--- config.mk ---
export PLATFORM = sky130hd
export DESIGN_NAME = nv_store_ctrl
export DESIGN_NICKNAME = d
export VERILOG_FILES = /design/src/rtl/nv_pkg.sv /design/src/rtl/nv_arm_window.sv /design/src/rtl/nv_write_seq.sv /design/src/rtl/nv_store_ctrl.sv
export SDC_FILE = /design/constraint.sdc
export NUM_CORES = 1
export LEC_CHECK = 0
export BUFFER_PORTS_ARGS = -buffer_cell sky130_fd_sc_hd__buf_4
export CAP_MARGIN = 10
export CORE_ASPECT_RATIO = 1.5
export CORE_MARGIN = 2
export CORE_UTILIZATION = 30
export CTS_CLUSTER_DIAMETER = 80
export CTS_CLUSTER_SIZE = 30
export DETAILED_ROUTE_END_ITERATION = 8
export SETUP_SLACK_MARGIN = 0.4
export SLEW_MARGIN = 30
export SYNTH_ARGS = -nofsm -noshare
export SYNTH_HDL_FRONTEND = slang
export SYNTH_SLANG_ARGS = --single-unit
--- constraint.sdc ---
create_clock -name clk_i -period 1.6 [get_ports clk_i]
set_input_delay 0.16 -clock clk_i [delete_from_list [all_inputs] [get_ports clk_i]]
set_output_delay 0.16 -clock clk_i [all_outputs]
set_load 0.02 [all_outputs]
--- src/rtl/nv_pkg.sv ---
package nv_pkg;
  typedef enum logic [1:0] {
    SEL_ADDR_LO = 2'd0,
    SEL_ADDR_HI = 2'd1,
    SEL_DATA    = 2'd2,
    SEL_CTRL    = 2'd3
  } reg_sel_e;

  localparam int CTL_RD  = 0;
  localparam int CTL_WR  = 1;
  localparam int CTL_ARM = 2;
  localparam int CTL_RIE = 3;
endpackage

--- src/rtl/nv_arm_window.sv ---
module nv_arm_window #(
  parameter int ARM_WIN = 4
) (
  input  logic clk_i,
  input  logic rst_ni,
  input  logic set_i,
  output logic armed_o
);
  localparam int CW = $clog2(ARM_WIN + 1);

  logic [CW-1:0] cnt_q;

  always_ff @(posedge clk_i or negedge rst_ni) begin
    if (!rst_ni)           cnt_q <= '0;
    else if (set_i)        cnt_q <= CW'(ARM_WIN);
    else if (cnt_q != '0)  cnt_q <= cnt_q - 1'b1;
  end

  assign armed_o = (cnt_q != '0);

  AST_ARM_FROM_SET: assert property (@(posedge clk_i) disable iff (!rst_ni)
    $rose(armed_o) |-> $past(set_i));
  AST_SET_ARMS: assert property (@(posedge clk_i) disable iff (!rst_ni)
    set_i |=> armed_o);
endmodule

--- src/rtl/nv_write_seq.sv ---
module nv_write_seq #(
  parameter int ADDR_W = 9,
  parameter int DATA_W = 8,
  parameter int WR_LAT = 16
) (
  input  logic              clk_i,
  input  logic              rst_ni,
  input  logic              start_i,
  input  logic [ADDR_W-1:0] addr_i,
  input  logic [DATA_W-1:0] data_i,
  output logic              busy_o,
  output logic [ADDR_W-1:0] addr_o,
  output logic [DATA_W-1:0] data_o,
  output logic              commit_o
);
  localparam int LW = $clog2(WR_LAT + 1);

  logic [LW-1:0]     lat_q;
  logic              busy_q;
  logic [ADDR_W-1:0] addr_q;
  logic [DATA_W-1:0] data_q;

  always_ff @(posedge clk_i or negedge rst_ni) begin
    if (!rst_ni) begin
      lat_q  <= '0;
      busy_q <= 1'b0;
      addr_q <= '0;
      data_q <= '0;
    end else if (!busy_q) begin
      if (start_i) begin
        busy_q <= 1'b1;
        lat_q  <= LW'(WR_LAT);
        addr_q <= addr_i;
        data_q <= data_i;
      end
    end else if (lat_q == LW'(1)) begin
      busy_q <= 1'b0;
      lat_q  <= '0;
    end else begin
      lat_q <= lat_q - 1'b1;
    end
  end

  // store strobe in the final busy cycle
  assign commit_o = busy_q && (lat_q == LW'(1));
  assign busy_o   = busy_q;
  assign addr_o   = addr_q;
  assign data_o   = data_q;

  AST_COMMIT_ENDS_BUSY: assert property (@(posedge clk_i) disable iff (!rst_ni)
    commit_o |=> !busy_o);
  AST_CAPTURE_STABLE: assert property (@(posedge clk_i) disable iff (!rst_ni)
    (busy_o && $past(busy_o)) |-> ($stable(addr_o) && $stable(data_o)));
endmodule

--- src/rtl/nv_store_ctrl.sv ---
module nv_store_ctrl
  import nv_pkg::*;
#(
  parameter int ADDR_W  = 9,
  parameter int DATA_W  = 8,
  parameter int ARM_WIN = 4,
  parameter int WR_LAT  = 16
) (
  input  logic              clk_i,
  input  logic              rst_ni,
  input  logic [1:0]        bus_sel_i,
  input  logic [DATA_W-1:0] bus_wdata_i,
  input  logic              bus_we_i,
  input  logic              bus_re_i,
  output logic [DATA_W-1:0] bus_rdata_o,
  input  logic              gie_i,
  output logic              irq_o,
  output logic [ADDR_W-1:0] mem_addr_o,
  output logic [DATA_W-1:0] mem_wdata_o,
  output logic              mem_we_o,
  output logic              mem_re_o,
  input  logic [DATA_W-1:0] mem_rdata_i
);
  localparam int HI_W = ADDR_W - DATA_W;

  logic [ADDR_W-1:0] addr_q;
  logic [DATA_W-1:0] data_q;
  logic              rie_q;
  logic              rd_pend_q;
  logic              armed;
  logic              busy;
  logic              commit;
  logic [ADDR_W-1:0] wr_addr;
  logic [DATA_W-1:0] wr_data;
  logic              ctl_wr, arm_set, wr_req, rd_req;
  reg_sel_e          sel;

  assign sel     = reg_sel_e'(bus_sel_i);
  assign ctl_wr  = bus_we_i && (sel == SEL_CTRL);
  assign arm_set = ctl_wr && bus_wdata_i[CTL_ARM];
  assign wr_req  = ctl_wr && bus_wdata_i[CTL_WR] && armed && !busy && !rd_pend_q;
  assign rd_req  = ctl_wr && bus_wdata_i[CTL_RD] && !busy && !rd_pend_q && !wr_req;

  nv_arm_window #(.ARM_WIN(ARM_WIN)) u_arm (
    .clk_i   (clk_i),
    .rst_ni  (rst_ni),
    .set_i   (arm_set),
    .armed_o (armed)
  );

  nv_write_seq #(.ADDR_W(ADDR_W), .DATA_W(DATA_W), .WR_LAT(WR_LAT)) u_wr (
    .clk_i    (clk_i),
    .rst_ni   (rst_ni),
    .start_i  (wr_req),
    .addr_i   (addr_q),
    .data_i   (data_q),
    .busy_o   (busy),
    .addr_o   (wr_addr),
    .data_o   (wr_data),
    .commit_o (commit)
  );

  always_ff @(posedge clk_i or negedge rst_ni) begin
    if (!rst_ni) begin
      addr_q    <= '0;
      data_q    <= '0;
      rie_q     <= 1'b0;
      rd_pend_q <= 1'b0;
    end else begin
      rd_pend_q <= rd_req;
      if (bus_we_i && sel == SEL_ADDR_LO) addr_q[DATA_W-1:0] <= bus_wdata_i;
      if (bus_we_i && sel == SEL_ADDR_HI) addr_q[ADDR_W-1:DATA_W] <= bus_wdata_i[HI_W-1:0];
      if (ctl_wr) rie_q <= bus_wdata_i[CTL_RIE];
      // fetched byte wins over a same-cycle bus write
      if (rd_pend_q)                          data_q <= mem_rdata_i;
      else if (bus_we_i && sel == SEL_DATA)   data_q <= bus_wdata_i;
    end
  end

  always_comb begin
    bus_rdata_o = '0;
    if (bus_re_i) begin
      unique case (sel)
        SEL_ADDR_LO: bus_rdata_o = addr_q[DATA_W-1:0];
        SEL_ADDR_HI: bus_rdata_o = {{(DATA_W-HI_W){1'b0}}, addr_q[ADDR_W-1:DATA_W]};
        SEL_DATA:    bus_rdata_o = data_q;
        SEL_CTRL: begin
          bus_rdata_o[CTL_RIE] = rie_q;
          bus_rdata_o[CTL_ARM] = armed;
          bus_rdata_o[CTL_WR]  = busy;
          bus_rdata_o[CTL_RD]  = rd_pend_q;
        end
        default: bus_rdata_o = '0;
      endcase
    end
  end

  assign mem_addr_o  = busy ? wr_addr : addr_q;
  assign mem_wdata_o = wr_data;
  assign mem_we_o    = commit;
  assign mem_re_o    = rd_pend_q;
  assign irq_o       = rie_q && gie_i && !busy;

  AST_WR_NEEDS_ARM: assert property (@(posedge clk_i) disable iff (!rst_ni)
    $rose(busy) |-> $past(armed));
  AST_RD_SELF_CLEAR: assert property (@(posedge clk_i) disable iff (!rst_ni)
    rd_pend_q |=> !rd_pend_q);
  AST_NO_RD_IN_WRITE: assert property (@(posedge clk_i) disable iff (!rst_ni)
    mem_re_o |-> !busy);
  AST_IRQ_IDLE_ONLY: assert property (@(posedge clk_i) disable iff (!rst_ni)
    irq_o |-> !busy);
  AST_STROBES_EXCL: assert property (@(posedge clk_i) disable iff (!rst_ni)
    !(mem_we_o && mem_re_o));
endmodule

* Yosys cells after proc, flatten, opt, wreduce, memory -nomap -nowiden *
Cells that the tools add are included.

storage, ports and cells
  bits in latches = 0
  logic and storage cells = 56
  RAM bits = 0
  bits in read-only memories = 0
  bits in registers = 45
  output and inout bits = 28
  memories kept = 0
  bits of input ports = 23

cells by class
  $mul = 0
  magnitude comparators = 0
  bitwise operators = 1
  mux-type cells = 14
  reduce and logical (&&, ||, !) cells = 25
  div/mod/pow operators = 0
  equal/unequal tests = 4
  shift operators = 0
  $add $sub $neg = 2

operators with widths
  cell                                              count
  two-way mux 8 bit                                 3
  logical AND 1 bit                                 16
  one-hot mux 4 bit (4 select lines)                1
  two-way mux 5 bit                                 3
  two-way mux 9 bit                                 1
  one-hot mux 4 bit (2 select lines)                1
  two-way mux 3 bit                                 2
  nonzero test 2 bit                                3
  == test 5 x 1 -> 1 bit, second input constant     1
  subtractor 5 x 1 -> 5 bit, second input constant  1
  == test 2 bit, second input constant              2
  logical NOT 1 bit                                 3
  two-way mux 1 bit                                 3
  nonzero test 3 bit                                1
  subtractor 3 x 1 -> 3 bit, second input constant  1
  == test 2 x 1 -> 1 bit, second input constant     1
  logical NOT 2 bit                                 1
  AND reduction 2 bit                               1
  NOT 1 bit                                         1

* Longest topological paths before layout *
  depth after elaboration = 8
  gate-level depth with buffers = 6
  gate-level depth less buffers = 5

* Modules after synthesis *
A second synthesis with hierarchy kept.

second synthesis, totals
  cells, all modules = 198
  area, all modules = 2338.5 um^2

by module, submodules not included
  module         instances  seq. area each (um^2)  cells an instance  area each (um^2)
  nv_store_ctrl  1          475.5                  112                1137.3
  nv_write_seq   1          575.6                  70                 1023.5
  nv_arm_window  1          75.1                   16                 177.7

* Worst setup path before layout *
OpenSTA, ideal clock, no wires.

  path kind = flip-flop to flip-flop
  start = register u_arm.cnt_q[0]
  end = register u_wr.addr_q[0], in the netlist u_wr.addr_o[0]
  slack = -0.090 ns
  data required time = 1.472 ns
  period minus slack after synthesis = 1.690 ns
  path buffers = 1
  cell stages (with the launch flop) = 7
  arrival = 1.563 ns
  setup time = 0.128 ns
  path through = dfrtp_1 > inv_1 > ha_1 > nor2b_2 > nor4_2 > buf_4 > mux2_1

between the ends
  cells in the longest elaborated chain, start to end = 5

RTL lines
  what                                  line                 text
  from (decl)                           nv_arm_window.sv:11  logic [CW-1:0] cnt_q;
  from (signal assigned)                nv_arm_window.sv:15  else if (set_i) cnt_q <= CW'(ARM_WIN);
  from (signal assigned)                nv_arm_window.sv:16  else if (cnt_q != '0) cnt_q <= cnt_q - 1'b1;
  nonzero test 3 bit                    nv_arm_window.sv:19  assign armed_o = (cnt_q != '0);
  logical AND 1 bit (3 in series)       nv_store_ctrl.sv:41  assign wr_req = ctl_wr && bus_wdata_i[CTL_WR] && armed && !busy && !rd_pend_q;
  AND reduction 2 bit (no source line)  --
  to (signal assigned)                  nv_write_seq.sv:33   addr_q <= addr_i;
  to (decl)                             nv_write_seq.sv:20   logic [ADDR_W-1:0] addr_q;

No other way between the ends.
A chain may end at the register's enable or synchronous reset.

* Final worst setup path *
  start = register u_arm.cnt_q[1]
  end = register u_wr.lat_q[3]

between the ends
  cells in the longest elaborated chain, start to end = 5

RTL lines
  what                                 line                 text
  nonzero test 3 bit                   nv_arm_window.sv:19
  logical AND 1 bit (3 in series)      nv_store_ctrl.sv:41
  nonzero test 2 bit (no source line)  --
  to (signal assigned)                 nv_write_seq.sv:32   lat_q <= LW'(WR_LAT);
  to (signal assigned)                 nv_write_seq.sv:40   lat_q <= lat_q - 1'b1;
  to (decl)                            nv_write_seq.sv:18   logic [LW-1:0] lat_q;

No other way between the ends.

==> results.txt <==
----------------------------------------------------
[Finish]
  Final standard cell utilization of the core ... 51.6%
  Most common cell after layout, fill and taps aside ... buf_4
  Layout area overhead ... 65.3%
  Proportion of layout cells with a drive suffix above 1 ... 63.3%
  Most used cells in the layout excluding fill and tap cells ... buf_4 (67), dfrtp_1 (43), mux2_4 (29), buf_6 (29), nand2_1 (14)
  Final net count ... 315
  Number of inserted diodes ... 0
  Layout filler cell count ... 647

[Power and ir drop]
  Switching power share of the total ... 34.5%
  Pwr/cell area ... 1750 nW/um^2
  Switch Pwr ... 2.27 mW
  Peak supply drop ... 0.856 mV
  Clock network fraction of total power ... 13.8%
  Total internal power ... 4.31 mW
  Leakage Power ... 1.74 nW
  Part of the total power dissipated in sequential elements ... 29.4%
  Power share of the combinational group ... 56.8%

[Timing]
  Relative max-transition margin ... 59.9%
  Max Clk Rate ... 569 MHz
  Slew @ Worst Pin ... 0.601 ns
  Final Max Slew Viols ... 0
  Number of hold violations in the final report ... 0
  Final Cycle Share ... 110%
  Final WS setup ... -0.158 ns
  Min cycle time layout ... 1.76 ns
  RSZ-0062 raised after global routing ... yes
  Setup-failing EPs final ... 30
  Max Clock Skew ... 0.00753 ns

[Global routing]
  Remaining global-route overflow ... 0
  Total GRT Usage ... 16.4%
  Global-route wire length before repair ... 10,400 um
  Number of global-route vias before repair ... 1,966
  Number of antenna violations at the first check in global routing ... 0
  Maximum number of pins on one net before global-route repair ... 46

[Logic synthesis]
  Area contributors post-synth ... dfrtp_1 (50%), mux2_2 (9.9%), mux2_1 (8.4%), mux2i_1 (5.3%), nand2_1 (2.3%)
  Top flip-flop cell by instance count after synthesis ... dfrtp_1
  Yosys reg bits ... 45
  Post-synth net total ... 216
  Cell type with the largest total area after synthesis ... dfrtp_1
  Synth Area per Inst ... 12.0 um^2
  Count of unique library cells instantiated by Yosys ... 39
  Share of flip-flops with an asynchronous set or reset after synthesis ... 100%
  Cells after Synth ... 189
  Synth top area share ... 49.6%
  Number of synthesized flops with an enable pin ... 0
  Number of warnings issued by yosys ... 0
  Netlist area before placement ... 2270 um^2
  Portion of the post-synthesis area used by sequential elements ... 49.6%

[Clocking]
  Clock transition time at the flip-flop clock pins of the worst setup and hold paths ... 0.09 ns
  Root cell of the clock tree ... clkbuf_8
  TritonCTS clock tree ... built
  H-tree depth ... 2
  Clock latency reported for the late side of the worst-skew pair ... 0.30 ns
  TritonCTS sink count ... 45
  Number of buffers added by the clock tree synthesis step ... 5
  Buffers from clock root to sink, at most ... 2

[Floorplanning]
  Die area ... 8290 um^2
  Core Footprint ... 7270 um^2
  IO Pins ... 51
  Width of the die ... 75.0 um
  Die Y-Extent ... 111 um
  Site Rows ... 38
  Initial cell density of the core ... 31.2%

[Worst setup path]
  Setup slack of the worst register-to-register path ... -0.16 ns
  Length in cells of the worst reg-to-reg path ... 8
  Worst R2R End ... u_wr.lat_q[3]
  Worst Setup Path Type ... reg -> reg
  Reg-to-Reg Start ... u_arm.cnt_q[1]
  Slowest stage cell on the critical path ... dfrtp_1
  Worst setup SP type ... flop
  Crit-path cells ... inv_2, ha_4, nor2b_4, buf_6, buf_6, buf_6, o31a_1, a211o_1
  Capturing element type of the critical path ... flop
  Data arrival time of the worst path ... 1.94 ns
  Critical-path maximum fanout ... 3
  Data required time at the worst endpoint ... 1.78 ns
  Most Frequent Cell on Critical Path ... buf_6
  Longest individual stage delay on the worst path ... 0.38 ns

[Drt]
  DRT Wirelength ... 6700 um
  Number of nets still failing antenna checks after routing ... 0
  Number of optimization iterations in the first detailed-route pass ... 4
  Number of DRC markers in iteration 0 ... 76
  Average vias per placed instance ... 4.91
  # DRC ... 0
  Count of vias placed by the detailed router ... 1,909
  Wire per inst ... 17.2 um

[Status]
  Failing checks ... negative setup slack
  Result of the run ... finished, violations left

[Placement]
  Pre-CTS setup slack ... 0.00831 ns
  Quantity of I/O buffers inserted on ports ... 50
  DP Wirelength ... 4080 um
  Global placement routability congestion ... 0.763

[Min path]
  Hold_sp ... mem_rdata_i[5]
  Hold-critical path endpoint ... data_q[5]
  Worst hold-check path type ... in -> reg
  Number of stages on the worst hold path ... 3

[Run]
  Number of max-cap violations ... 0

----------------------------------------------------
==> per-stage QoR <==
stage / setup TNS (ns) / area, um^2 / power [mW] / instances / hold WS (ns)
6_report: -2.52 / 3750 / 6.58 / 389 / 0.0580
4_1_cts: -1.23 / 3580 / 6.15 / 378 / 0.0549
2_1_floorplan: -0.322 / 2340 / 3.23 / 189 / -0.136
3_3_place_gp: 0 / 2940 / 4.10 / 347 / 0.212
3_5_place_dp: 0 / 2940 / 4.13 / 347 / 0.211
5_1_grt: -4.07 / 3750 / 6.93 / 389 / 0.0716
==> critical path: cells and delay by family, from the launching register on <==
family          cells  cell delay, ns
flops               1            0.38
compound gates      2            0.56
buf+inv             4            0.41
fa+ha+maj           1            0.16
simple gates        1            0.13
==> per-layer routing <==
| layer | global-route usage (%) | vias to the layer above | part of all wire, % |
|---|---|---|---|
| li1 | - | 877 | - |
| met1 | 22.4 | 966 | 41 |
| met2 | 26.1 | 57 | 53 |
| met3 | 2.65 | 9 | 4.1 |
| met4 | 5.12 | 0 | 1.7 |
| met5 | 0 | - | 0 |
==> synthesized netlist by cell type, types with 4 or more instances <==
| cell | n |
|---|---|
| dfrtp_1 | 45 |
| mux2_2 | 20 |
| mux2_1 | 17 |
| nand2_1 | 14 |
| mux2i_1 | 12 |
| o21ai_0 | 9 |
| nor2_1 | 8 |
| inv_1 | 7 |
| buf_2 | 6 |
| ha_1 | 4 |
| nand2b_1 | 4 |
| nor2b_1 | 4 |
==> flip-flops by register name, summed over array words and instances (netlist names) <==
name and flops:
u_wr.addr_o 9, mem_re_o 1, data_q 8, u_arm.cnt_q 3, addr_q 9, u_wr.lat_q 5, u_wr.data_o 8, u_wr.busy_o 1
rie_q 1
==> power by group through the flow <==
| stage | registers, mW | clock network, mW | logic, mW |
|---|---|---|---|
| global route | 1.99 | 0.978 | 3.96 |
| finish | 1.93 | 0.909 | 3.74 |
| detailed placement | 1.90 | 0 | 2.23 |
| global placement | 1.90 | 0 | 2.20 |
| floorplan | 1.96 | 0 | 1.28 |
| CTS | 1.93 | 0.922 | 3.30 |
==> cells by family (layout without fill, tap and decap cells) <==
family / after synthesis / in the layout / synth area share (%)
adder cells (fa/ha/maj): 4 / 4 / 2.21
AND/OR/NAND/NOR: 45 / 45 / 11.1
buffers and inverters: 17 / 117 / 3.47
XOR/XNOR: 1 / 1 / 0.386
multiplexers: 50 / 50 / 24.6
flip-flops: 45 / 45 / 49.6
AO/OA/AOI/OAI: 27 / 27 / 8.60
==> worst max-delay path by stage <==
stage | from | to | slack, ns | cells after the start
5_1_grt | u_arm.cnt_q[1] | u_wr.lat_q[3] | -0.19 | 8
3_3_place_gp | u_arm.cnt_q[1] | u_wr.lat_q[3] | 0.04 | 6
6_report | u_arm.cnt_q[1] | u_wr.lat_q[3] | -0.16 | 8
3_5_place_dp | u_arm.cnt_q[1] | u_wr.addr_o[0] | 0.008 | 6
4_1_cts | mem_re_o | bus_rdata_o[0] | -0.15 | 4
2_1_floorplan | mem_re_o | u_wr.addr_o[0] | -0.02 | 5
==> timing repair <==
item                                    4_1_cts  5_1_grt
endpoints found under the hold margin        45        0
gates resized for setup                      76       21
buffers inserted                             21       11
hold buffers                                  1        0
endpoints found under the setup margin       47       47
gates cloned                                  1        0
pin swaps                                    10        7
==> layout make-up <==
type	count	area, um^2	area share, %
multi-input combinational	127	1400	37.4
clock buffer	6	82.6	2.20
tap	100	125	3.33
clock inverter	2	37.5	1.00
inverter	7	30.0	0.800
timing repair buffer	102	945	25.2
sequential	45	1130	30.1
Note: power is estimated with default switching activity, not from simulation.
